`config.mk`:
```
export PLATFORM = sky130hd
export DESIGN_NAME = irq_prio_ctrl
export DESIGN_NICKNAME = d
export VERILOG_FILES = /design/src/rtl/irq_prio_pkg.sv /design/src/rtl/irq_edge_latch.sv /design/src/rtl/irq_mask_regs.sv /design/src/rtl/irq_arbiter.sv /design/src/rtl/irq_prio_ctrl.sv
export SDC_FILE = /design/constraint.sdc
export NUM_CORES = 1
export LEC_CHECK = 0
export ABC_AREA = 1
export CELL_PAD_IN_SITES_DETAIL_PLACEMENT = 1
export CELL_PAD_IN_SITES_GLOBAL_PLACEMENT = 1
export CORE_ASPECT_RATIO = 1.5
export CORE_MARGIN = 8
export CORE_UTILIZATION = 34
export CTS_CLUSTER_SIZE = 24
export DETAILED_ROUTE_END_ITERATION = 10
export HOLD_SLACK_MARGIN = 0.1
export PLACE_DENSITY_LB_ADDON = 0.15
export SYNTH_ARGS = -nofsm -noshare
export SYNTH_HDL_FRONTEND = slang
export SYNTH_SLANG_ARGS = --single-unit
```
`constraint.sdc`:
```
create_clock -name clk_i -period 3.8 [get_ports clk_i]
set_clock_uncertainty 0.05 [all_clocks]
set_input_delay 0.95 -clock clk_i [delete_from_list [all_inputs] [get_ports clk_i]]
set_output_delay 0.95 -clock clk_i [all_outputs]
set_load 0.01 [all_outputs]
```
`src/rtl/irq_prio_pkg.sv`:
```
package irq_prio_pkg;
  typedef enum logic [2:0] {
    SRC_NONE, SRC_TRAP, SRC_R75, SRC_R65, SRC_R55, SRC_INTR
  } irq_src_e;

  localparam logic [15:0] VEC_TRAP = 16'h0024;
  localparam logic [15:0] VEC_R75  = 16'h003C;
  localparam logic [15:0] VEC_R65  = 16'h0034;
  localparam logic [15:0] VEC_R55  = 16'h002C;

  localparam logic [7:0] PFX_CALL = 8'hCD;
  localparam logic [7:0] PFX_JUMP = 8'hC3;

  localparam logic [7:0] ST_ACK      = 8'h23;
  localparam logic [7:0] ST_ACK_HALT = 8'h26;

  localparam int CYC_RESTART = 11;
  localparam int CYC_CALL    = 17;
  localparam int CYC_JUMP    = 10;
endpackage

```
`src/rtl/irq_edge_latch.sv`:
```
module irq_edge_latch (
  input  logic clk_i,
  input  logic rst_ni,
  input  logic lvl_i,
  input  logic clr_i,
  output logic pend_o
);
  logic prev_q;

  always_ff @(posedge clk_i or negedge rst_ni) begin
    if (!rst_ni) begin
      prev_q <= 1'b0;
      pend_o <= 1'b0;
    end else begin
      prev_q <= lvl_i;
      // a new edge wins over a clear in the same cycle
      if (lvl_i && !prev_q) pend_o <= 1'b1;
      else if (clr_i)       pend_o <= 1'b0;
    end
  end
endmodule

```
`src/rtl/irq_mask_regs.sv`:
```
module irq_mask_regs #(
  parameter int NUM_RST = 3,
  parameter int DAT_W   = 8
) (
  input  logic               clk_i,
  input  logic               rst_ni,
  input  logic               wr_i,
  input  logic [DAT_W-1:0]   wr_data_i,
  input  logic               en_set_i,
  input  logic               en_clr_i,
  input  logic               accept_i,
  input  logic               trap_accept_i,
  input  logic               rd_i,
  input  logic               pend75_i,
  input  logic               lvl65_i,
  input  logic               lvl55_i,
  input  logic               sid_i,
  output logic [NUM_RST-1:0] masks_o,
  output logic               ie_o,
  output logic               sod_o,
  output logic               clr75_o,
  output logic [DAT_W-1:0]   rd_data_o
);
  localparam int BIT_MSE  = NUM_RST;
  localparam int BIT_CLR  = NUM_RST + 1;
  localparam int BIT_SOE  = DAT_W - 2;
  localparam int BIT_SODV = DAT_W - 1;

  logic snap_v_q, snap_ie_q;

  assign clr75_o = wr_i && wr_data_i[BIT_CLR];

  always_ff @(posedge clk_i or negedge rst_ni) begin
    if (!rst_ni) begin
      masks_o   <= '1;
      ie_o      <= 1'b0;
      sod_o     <= 1'b0;
      snap_v_q  <= 1'b0;
      snap_ie_q <= 1'b0;
      rd_data_o <= '0;
    end else begin
      if (wr_i && wr_data_i[BIT_MSE]) masks_o <= wr_data_i[NUM_RST-1:0];
      if (wr_i && wr_data_i[BIT_SOE]) sod_o <= wr_data_i[BIT_SODV];

      if (accept_i)      ie_o <= 1'b0;
      else if (en_set_i) ie_o <= 1'b1;
      else if (en_clr_i) ie_o <= 1'b0;

      if (rd_i) begin
        rd_data_o <= {sid_i, pend75_i, lvl65_i, lvl55_i,
                      snap_v_q ? snap_ie_q : ie_o, masks_o};
      end

      if (trap_accept_i) begin
        snap_v_q  <= 1'b1;
        snap_ie_q <= ie_o;
      end else if (rd_i) begin
        snap_v_q  <= 1'b0;
      end
    end
  end
endmodule

```
`src/rtl/irq_arbiter.sv`:
```
module irq_arbiter
  import irq_prio_pkg::*;
#(
  parameter int PC_W    = 16,
  parameter int CYC_W   = 5,
  parameter int OP_W    = 8,
  parameter int NUM_RST = 3,
  localparam int IV_W   = OP_W + PC_W
) (
  input  logic               eval_i,
  input  logic               trap_pend_i,
  input  logic               pend75_i,
  input  logic               lvl65_i,
  input  logic               lvl55_i,
  input  logic               intr_i,
  input  logic [NUM_RST-1:0] masks_i,
  input  logic               ie_i,
  input  logic               halted_i,
  input  logic [PC_W-1:0]    pc_i,
  input  logic [IV_W-1:0]    intr_vec_i,
  output irq_src_e           grant_o,
  output logic [PC_W-1:0]    vector_o,
  output logic               push_o,
  output logic               is_op_o,
  output logic [OP_W-1:0]    opcode_o,
  output logic [CYC_W-1:0]   cycles_o,
  output logic [7:0]         status_o,
  output logic [PC_W-1:0]    saved_pc_o
);
  logic [OP_W-1:0] prefix;
  assign prefix = intr_vec_i[IV_W-1 -: OP_W];

  always_comb begin
    grant_o = SRC_NONE;
    if (eval_i) begin
      if (trap_pend_i)                         grant_o = SRC_TRAP;
      else if (ie_i && pend75_i && !masks_i[2]) grant_o = SRC_R75;
      else if (ie_i && lvl65_i  && !masks_i[1]) grant_o = SRC_R65;
      else if (ie_i && lvl55_i  && !masks_i[0]) grant_o = SRC_R55;
      else if (ie_i && intr_i)                 grant_o = SRC_INTR;
    end
  end

  always_comb begin
    vector_o = '0;
    push_o   = 1'b0;
    is_op_o  = 1'b0;
    opcode_o = '0;
    cycles_o = '0;
    unique case (grant_o)
      SRC_TRAP: begin vector_o = PC_W'(VEC_TRAP); push_o = 1'b1; cycles_o = CYC_W'(CYC_RESTART); end
      SRC_R75:  begin vector_o = PC_W'(VEC_R75);  push_o = 1'b1; cycles_o = CYC_W'(CYC_RESTART); end
      SRC_R65:  begin vector_o = PC_W'(VEC_R65);  push_o = 1'b1; cycles_o = CYC_W'(CYC_RESTART); end
      SRC_R55:  begin vector_o = PC_W'(VEC_R55);  push_o = 1'b1; cycles_o = CYC_W'(CYC_RESTART); end
      SRC_INTR: begin
        if (prefix == OP_W'(PFX_CALL)) begin
          vector_o = intr_vec_i[PC_W-1:0];
          push_o   = 1'b1;
          cycles_o = CYC_W'(CYC_CALL);
        end else if (prefix == OP_W'(PFX_JUMP)) begin
          vector_o = intr_vec_i[PC_W-1:0];
          cycles_o = CYC_W'(CYC_JUMP);
        end else begin
          is_op_o  = 1'b1;
          opcode_o = intr_vec_i[OP_W-1:0];
        end
      end
      default: ;
    endcase
  end

  assign status_o   = halted_i ? ST_ACK_HALT : ST_ACK;
  assign saved_pc_o = halted_i ? pc_i + PC_W'(1) : pc_i;
endmodule

```
`src/rtl/irq_prio_ctrl.sv`:
```
module irq_prio_ctrl
  import irq_prio_pkg::*;
#(
  parameter int PC_W  = 16,
  parameter int CYC_W = 5,
  parameter int OP_W  = 8,
  localparam int IV_W = OP_W + PC_W
) (
  input  logic             clk_i,
  input  logic             rst_ni,
  input  logic             trap_i,
  input  logic             rst75_i,
  input  logic             rst65_i,
  input  logic             rst55_i,
  input  logic             intr_i,
  input  logic [IV_W-1:0]  intr_vec_i,
  input  logic             at_boundary_i,
  input  logic             halted_i,
  input  logic [PC_W-1:0]  pc_i,
  input  logic             en_set_i,
  input  logic             en_clr_i,
  input  logic             wr_mask_i,
  input  logic [7:0]       wr_data_i,
  input  logic             rd_mask_i,
  input  logic             sid_i,
  output logic             take_o,
  output logic [PC_W-1:0]  vector_o,
  output logic             push_pc_o,
  output logic [PC_W-1:0]  saved_pc_o,
  output logic             is_opcode_o,
  output logic [OP_W-1:0]  opcode_o,
  output logic [CYC_W-1:0] cycles_o,
  output logic [7:0]       status_o,
  output logic             halt_exit_o,
  output logic             inte_o,
  output logic             sod_o,
  output logic [7:0]       mask_rd_o
);
  localparam int NUM_RST = 3;

  irq_src_e            grant;
  logic                trap_pend, pend75, clr75_wr, ie;
  logic [NUM_RST-1:0]  masks;
  logic [PC_W-1:0]     a_vector, a_saved_pc;
  logic                a_push, a_is_op;
  logic [OP_W-1:0]     a_opcode;
  logic [CYC_W-1:0]    a_cycles;
  logic [7:0]          a_status;

  irq_edge_latch u_trap (
    .clk_i, .rst_ni, .lvl_i(trap_i), .clr_i(grant == SRC_TRAP), .pend_o(trap_pend)
  );

  irq_edge_latch u_r75 (
    .clk_i, .rst_ni, .lvl_i(rst75_i),
    .clr_i((grant == SRC_R75) || clr75_wr), .pend_o(pend75)
  );

  irq_mask_regs #(.NUM_RST(NUM_RST), .DAT_W(8)) u_regs (
    .clk_i, .rst_ni,
    .wr_i(wr_mask_i), .wr_data_i,
    .en_set_i, .en_clr_i,
    .accept_i(grant != SRC_NONE), .trap_accept_i(grant == SRC_TRAP),
    .rd_i(rd_mask_i), .pend75_i(pend75), .lvl65_i(rst65_i), .lvl55_i(rst55_i),
    .sid_i,
    .masks_o(masks), .ie_o(ie), .sod_o, .clr75_o(clr75_wr), .rd_data_o(mask_rd_o)
  );

  irq_arbiter #(.PC_W(PC_W), .CYC_W(CYC_W), .OP_W(OP_W), .NUM_RST(NUM_RST)) u_arb (
    .eval_i(at_boundary_i), .trap_pend_i(trap_pend), .pend75_i(pend75),
    .lvl65_i(rst65_i), .lvl55_i(rst55_i), .intr_i,
    .masks_i(masks), .ie_i(ie), .halted_i, .pc_i, .intr_vec_i,
    .grant_o(grant), .vector_o(a_vector), .push_o(a_push), .is_op_o(a_is_op),
    .opcode_o(a_opcode), .cycles_o(a_cycles), .status_o(a_status),
    .saved_pc_o(a_saved_pc)
  );

  assign inte_o = ie;

  always_ff @(posedge clk_i or negedge rst_ni) begin
    if (!rst_ni) begin
      take_o      <= 1'b0;
      vector_o    <= '0;
      push_pc_o   <= 1'b0;
      saved_pc_o  <= '0;
      is_opcode_o <= 1'b0;
      opcode_o    <= '0;
      cycles_o    <= '0;
      status_o    <= '0;
      halt_exit_o <= 1'b0;
    end else begin
      take_o <= (grant != SRC_NONE);
      if (grant != SRC_NONE) begin
        vector_o    <= a_vector;
        push_pc_o   <= a_push;
        saved_pc_o  <= a_saved_pc;
        is_opcode_o <= a_is_op;
        opcode_o    <= a_opcode;
        cycles_o    <= a_cycles;
        status_o    <= a_status;
        halt_exit_o <= halted_i;
      end
    end
  end
endmodule

```
==> impl_metrics.ini, run 1 <==
[worst_setup_path]
reg2reg_slack_ps = 1720
arrival_ps = 2900
reg2reg_from = u_regs.ie_o
critPathMaxFanout = 16
critical_path_class = in -> reg
end_kind = flip-flop
cp_data_required_time_ps = 3960
reg2reg_to = status_o[1]
worst_r2r_path_depth = 9
crit_path_start_kind = input port

[power]
irDropWorstVdd_v = 0.000233
power_mw = 2.31
power_density_nw_per_um2 = 483
comb_power_share_pct = 26.9
swShare_pct = 28.6
clkPwrFrac_pct = 33.9
p_leak_nw = 2.27
seqPwrFrac_pct = 39.3
p_sw_mw = 0.660
internal-power_mw = 1.65

[yosys]
syn_avg_cell_area_sq_um = 8.44
ys_top_cells_by_count = 109 x nand2_1, 83 x nand3_1, 64 x dfrtp_1, 30 x inv_1, 22 x nor2_1
yosys.area.top_type = dfrtp_1
yosys.area.top_type_share_pct = 48.5
synth_edf_count = 0
ys_seq_area_share_pct = 50.9
syn_inst = 391
synth_top_flop_cell = dfrtp_1
synthArstFlopShare_pct = 100
synthTopCellsByArea = dfrtp_1 49%, nand3_1 13%, nand2_1 12%
synth.most_common_cell = nand2_1
synth-seq-cells = 67
yosysWarnings = 0
synth_cell_types = 28
syn_area_sq_um = 3300

[placed_design]
port_buffers = 122
place_congestion = 0.725
hpwl_microns = 7620
dp.cells = 611

[sta]
rsz0062_at_grt = no
layout_min_cycle_time_ps = 2740
fmax_ghz = 0.365
slew_violations = 0
finalHoldViolCount = 0
fin_crit_sh_pct = 72.0
whs_ps = 377
setup-violations-final = 0
maxSlewHeadroom_pct = 49.9
fin_tns_setup_ps = 0
tightest_slew_ps = 752

[finish]
antenna_cells = 0
multi_input_area_sq_um = 1310
utilization_pct = 49.9
area_delta_synth_final_pct = 44.9
final_layout_size_suffix_gt1_share_pct = 7.81
fin_cells = 627
seqCellArea_sq_um = 1680
nets = 570
fillers = 1161

[floorplan]
coreArea_sq_um = 9580
fp-row-count = 44
die_y_microns = 137
die_area_sq_um = 13200
die_w_microns = 96.4
start_util_pct = 34.4
ioPinCount = 129

[cts]
ctsResizeCount = 0
numCtsBuffers = 9
htree_levels = 3
cts_buffer_depth = 2
clk_pin_slew_worst_paths_ps = 50
cts_root_buf = clkbuf_16
cts_hold_buf = 0
clock-sinks = 67
post_cts_buffers = 0
clk_latency_ps = 330
cts_tree = yes

[route]
wl_per_cell_microns = 16.1
drc = 0
postRouteAntennaNets = 0
drtPass1Iterations = 4
wirelength_microns = 10100
vias = 3047
drtIter0Drc = 75
vias_per_cell = 4.86

[run]
drv_cap = 0

[status]
status = completed

[grt]
grt_overflow = 0
grt_pass1_vias = 3243
grt_pass1_wl_microns = 16300
grt_max_degree = 49
grt_antenna_before_repair = 0
grt_use_total_pct = 16.0

[worst_hold_path]
hold_start = u_r75.prev_q
hold-path-endpoint = u_r75.pend_o
whs_path_depth = 1
hp-class = reg -> reg
cell usage in the layout, fill, tap and decap left out, types with 2 or more instances in the layout:
| master | count |
|---|---|
| xor2_1 | 4 |
| a21oi_1 | 6 |
| inv_1 | 30 |
| mux2_2 | 7 |
| dfrtp_1 | 64 |
| clkbuf_1 | 2 |
| nand2_1 | 109 |
| dfstp_2 | 3 |
| nand2_2 | 2 |
| o21ai_0 | 5 |
| a31oi_1 | 3 |
| clkdlybuf4s50_1 | 121 |
| buf_4 | 4 |
| nand4_1 | 4 |
| inv_2 | 2 |
| conb_1 | 5 |
| clkbuf_8 | 3 |
| clkbuf_16 | 9 |
| nor2_1 | 22 |
| nand3_1 | 83 |
| nand3b_1 | 9 |
| or2_2 | 4 |
| nor2_2 | 2 |
| clkinv_2 | 2 |
power groups by stage:
| stage | sequential [mW] | combinational, mW | clock, mW |
|---|---|---|---|
| after floorplan | 0.955 | 0.247 | 0 |
| after global placement | 0.915 | 0.619 | 0 |
| after detailed placement | 0.916 | 0.635 | 0 |
| after CTS | 0.910 | 0.638 | 0.804 |
| after global routing | 0.926 | 0.686 | 0.832 |
| final | 0.907 | 0.620 | 0.782 |
kinds of logic (layout without fill, tap and decap cells):
logic type,Yosys count,after routing,share of synthesized area [%]
and+or+nand+nor,237,237,32.3
DFF,67,67,50.9
buffers and inverters,57,174,9.90
AOI/OAI and AO/OA,16,16,2.69
muxes,7,7,2.39
xor gates and xnor gates,5,5,1.33
adders and majority gates,1,1,0.379
other,1,5,0.114
per-layer routing:
layer	routed length (microns)	part of all wire, %	track usage (%)
met5	0	0	0
met4	162	1.6	6.34
met3	568	5.6	3.84
met2	5310	53	27.8
met1	4040	40	18.3
per-stage QoR:
| step | setup slack, ps | instance area, sq um |
|---|---|---|
| 2_1_floorplan | 1840 | 3310 |
| 3_3_place_gp | 752 | 4500 |
| 6_report | 1060 | 4780 |
| 3_5_place_dp | 704 | 4500 |
| 5_1_grt | 860 | 4780 |
| 4_1_cts | 1050 | 4780 |
sequential cells by signal (all words and copies together) (netlist names):
name              count
u_r75.pend_o          1
status_o              3
u_regs.rd_data_o      8
u_regs.snap_v_q       1
u_regs.ie_o           1
take_o                1
saved_pc_o           16
u_regs.snap_ie_q      1
u_regs.masks_o        3
cycles_o              3
u_regs.sod_o          1
u_r75.prev_q          1
is_opcode_o           1
u_trap.pend_o         1
opcode_o              8
vector_o             16
u_trap.prev_q         1
area by class of cell:
cell class              instances  share of cell area (%)
repair buffers                126                    26.1
multi-input cells             271                    27.3
inverters                      32                    2.51
clock inverters                 2                   0.209
well taps                     115                    3.01
clock buffers                  14                    5.73
flip-flops and latches         67                    35.1
worst max path at each step:
stage                               from                to  slack [ps]
after floorplan                  rst65_i  u_regs.snap_ie_q        1840
after global placement    intr_vec_i[22]       opcode_o[6]         750
after detailed placement  intr_vec_i[22]       opcode_o[7]         700
after CTS                 intr_vec_i[23]       opcode_o[5]        1050
after global routing      intr_vec_i[22]       opcode_o[5]         860
final                     intr_vec_i[22]       opcode_o[5]        1060
critical path, stage by stage:
cell             delay [ps]
clkdlybuf4s50_1         450
nand2_1                  60
nor3_2                  260
nand2_1                 170
nand2_1                 490
inv_1                   300
nand3_1                 150
nand2_1                  70
No activity file was read; power rests on OpenSTA's default activity.
==> inputs of run 2 (changes only) <==
--- a/config.mk
+++ b/config.mk
@@ -10,7 +10,7 @@
 export CELL_PAD_IN_SITES_GLOBAL_PLACEMENT = 1
 export CORE_ASPECT_RATIO = 1.5
 export CORE_MARGIN = 8
-export CORE_UTILIZATION = 34
+export CORE_UTILIZATION = 28
 export CTS_CLUSTER_SIZE = 24
 export DETAILED_ROUTE_END_ITERATION = 10
 export HOLD_SLACK_MARGIN = 0.1
==> constraint.sdc (replaced) <==
create_clock -name clk_i -period 2.25 [get_ports clk_i]
set_clock_uncertainty 0.05 [all_clocks]
set_input_delay 0.5625 -clock clk_i [delete_from_list [all_inputs] [get_ports clk_i]]
set_output_delay 0.5625 -clock clk_i [all_outputs]
set_load 0.01 [all_outputs]
==> run 2 against run 1 <==
Highest routed layer unchanged. Largest cell class unchanged. Largest power group unchanged. Final area rose by 4.4%. Global-route usage fell by 2.1 points. Worst setup slack got worse by 810 ps. Count of clock-buffer cells in the layout did not move. Clock power rose by 66%. Hold slack improved by 8.0 ps. Critical path type is now reg -> out. Combinational power rose by 77%.
==> impl_metrics.ini, run 2 (synthesized netlist as in run 1, its figures left out) <==
[floorplan]
die_y_microns = 149
fp-row-count = 48
start_util_pct = 28.6
coreArea_sq_um = 11500
ioPinCount = 129
die_area_sq_um = 15600
die_w_microns = 105

[route]
wirelength_microns = 10400
wl_per_cell_microns = 15.4
drtIter0Drc = 53
vias = 3119
drtPass1Iterations = 4
vias_per_cell = 4.60
postRouteAntennaNets = 0
drc = 0

[worst_hold_path]
hold-path-endpoint = u_r75.pend_o
hold_start = u_r75.prev_q
hp-class = reg -> reg
whs_path_depth = 1

[finish]
antenna_cells = 0
top_regs = saved_pc_o: 16 flops, vector_o: 16 flops
utilization_pct = 43.3
final_layout_size_suffix_gt1_share_pct = 10.2
area_delta_synth_final_pct = 51.3
nets = 586
fillers = 1386
layout_common_cells = 121 x clkdlybuf4s50_1, 109 x nand2_1, 83 x nand3_1, 64 x dfrtp_1, 30 x inv_1
final_common_cell = clkdlybuf4s50_1

[grt]
grt_pass1_wl_microns = 17500
grt_overflow = 0
grt_pass1_vias = 3480
grt_antenna_before_repair = 0
grt_use_total_pct = 13.9
grt_max_degree = 52

[placed_design]
hpwl_microns = 8040
port_buffers = 122
place_congestion = 0.730
preCtsSetupSlack_ps = -97.3

[sta]
slew_violations = 0
layout_min_cycle_time_ps = 1990
finalHoldViolCount = 0
fin_crit_sh_pct = 88.7
whs_ps = 385
fin_ws_ps = 255
rsz0062_at_grt = no
setup-violations-final = 0
fmax_ghz = 0.501

[worst_setup_path]
max_stage_delay_ps = 600
crit_path_start_kind = flip-flop
worst_r2r_path_depth = 10
arrival_ps = 1380
critical_path_class = reg -> out
end_kind = output port
reg2reg_slack_ps = 460
crit_buf_inv = 1
crit_family = buffers and inverters
slowest_stage = clkdlybuf4s50_1
cp_cell_sequence = clkdlybuf4s50_1
critPathMaxFanout = 7
reg2reg_from = u_regs.ie_o
cp_data_required_time_ps = 1640
reg2reg_to = vector_o[5]

[cts]
cts_root_buf = clkbuf_16
htree_levels = 3
numCtsBuffers = 9
clk_pin_slew_worst_paths_ps = 50
clk_latency_ps = 320
cts_buffer_depth = 2
cts_tree = yes
clock-sinks = 67

[power]
swShare_pct = 28.8
power_density_nw_per_um2 = 788
internal-power_mw = 2.80
irDropWorstVdd_v = 0.000359
p_leak_nw = 2.35
p_sw_mw = 1.13
comb_power_share_pct = 27.9
clkPwrFrac_pct = 33.0
seqPwrFrac_pct = 39.1

[status]
status = completed

[run]
drv_cap = 0
run 2: changes by cell type in the layout (fill, tap and decap cells not counted), sizes merged:
cell         before  now
dlygate4sd3       0    1
buf               5   20
run 2: area by class of cell:
cell class | count | area (sq um) | share of cell area (%)
clock buffer | 14 | 264 | 5.29
clock inverter | 2 | 10.0 | 0.201
inverter | 32 | 120 | 2.41
multi-input combinational | 271 | 1310 | 26.2
sequential | 67 | 1680 | 33.7
tap | 150 | 188 | 3.76
timing repair buffer | 142 | 1420 | 28.5
run 2: per-stage QoR:
| stage | setup TNS [ps] | cell area (sq um) | std cells | power, mW |
|---|---|---|---|---|
| floorplan | 0 | 3310 | 395 | 2.03 |
| global placement | -36.9 | 4710 | 661 | 2.65 |
| detailed placement | -490 | 4710 | 661 | 2.68 |
| CTS | 0 | 4990 | 678 | 4.01 |
| global route | 0 | 4990 | 678 | 4.17 |
| finish | 0 | 4990 | 678 | 3.93 |
run 2: worst max path at each step:
stage                start                to  slack [ps]  cells past startpoint
5_1_grt            rst55_i       vector_o[5]         130                     11
3_5_place_dp       rst55_i       vector_o[5]        -100                     11
4_1_cts        u_regs.ie_o            inte_o         240                      1
3_3_place_gp       rst55_i       vector_o[2]         -10                     11
2_1_floorplan      rst65_i  u_regs.snap_ie_q         670                     12
6_report       u_regs.ie_o            inte_o         260                      1
run 2: timing repair:
item                                    CTS  global route
hold buffers                              1             0
buffers inserted                          0             0
endpoints found under the hold margin    13             0
resized for setup                         0             0
endpoints found under the setup margin    0             0
run 2: metal layers:
| layer | global-route usage [%] | wire length [microns] |
|---|---|---|
| met5 | 0 | 0 |
| met3 | 3.29 | 451 |
| met1 | 14.8 | 4160 |
| met4 | 5.16 | 119 |
| met2 | 26.0 | 5680 |
run 2: power groups by stage:
stage	logic, mW	clock network [mW]	registers, mW
6_report	1.10	1.30	1.54
4_1_cts	1.13	1.34	1.54
3_5_place_dp	1.12	0	1.56
2_1_floorplan	0.417	0	1.61
5_1_grt	1.21	1.39	1.57
3_3_place_gp	1.10	0	1.55
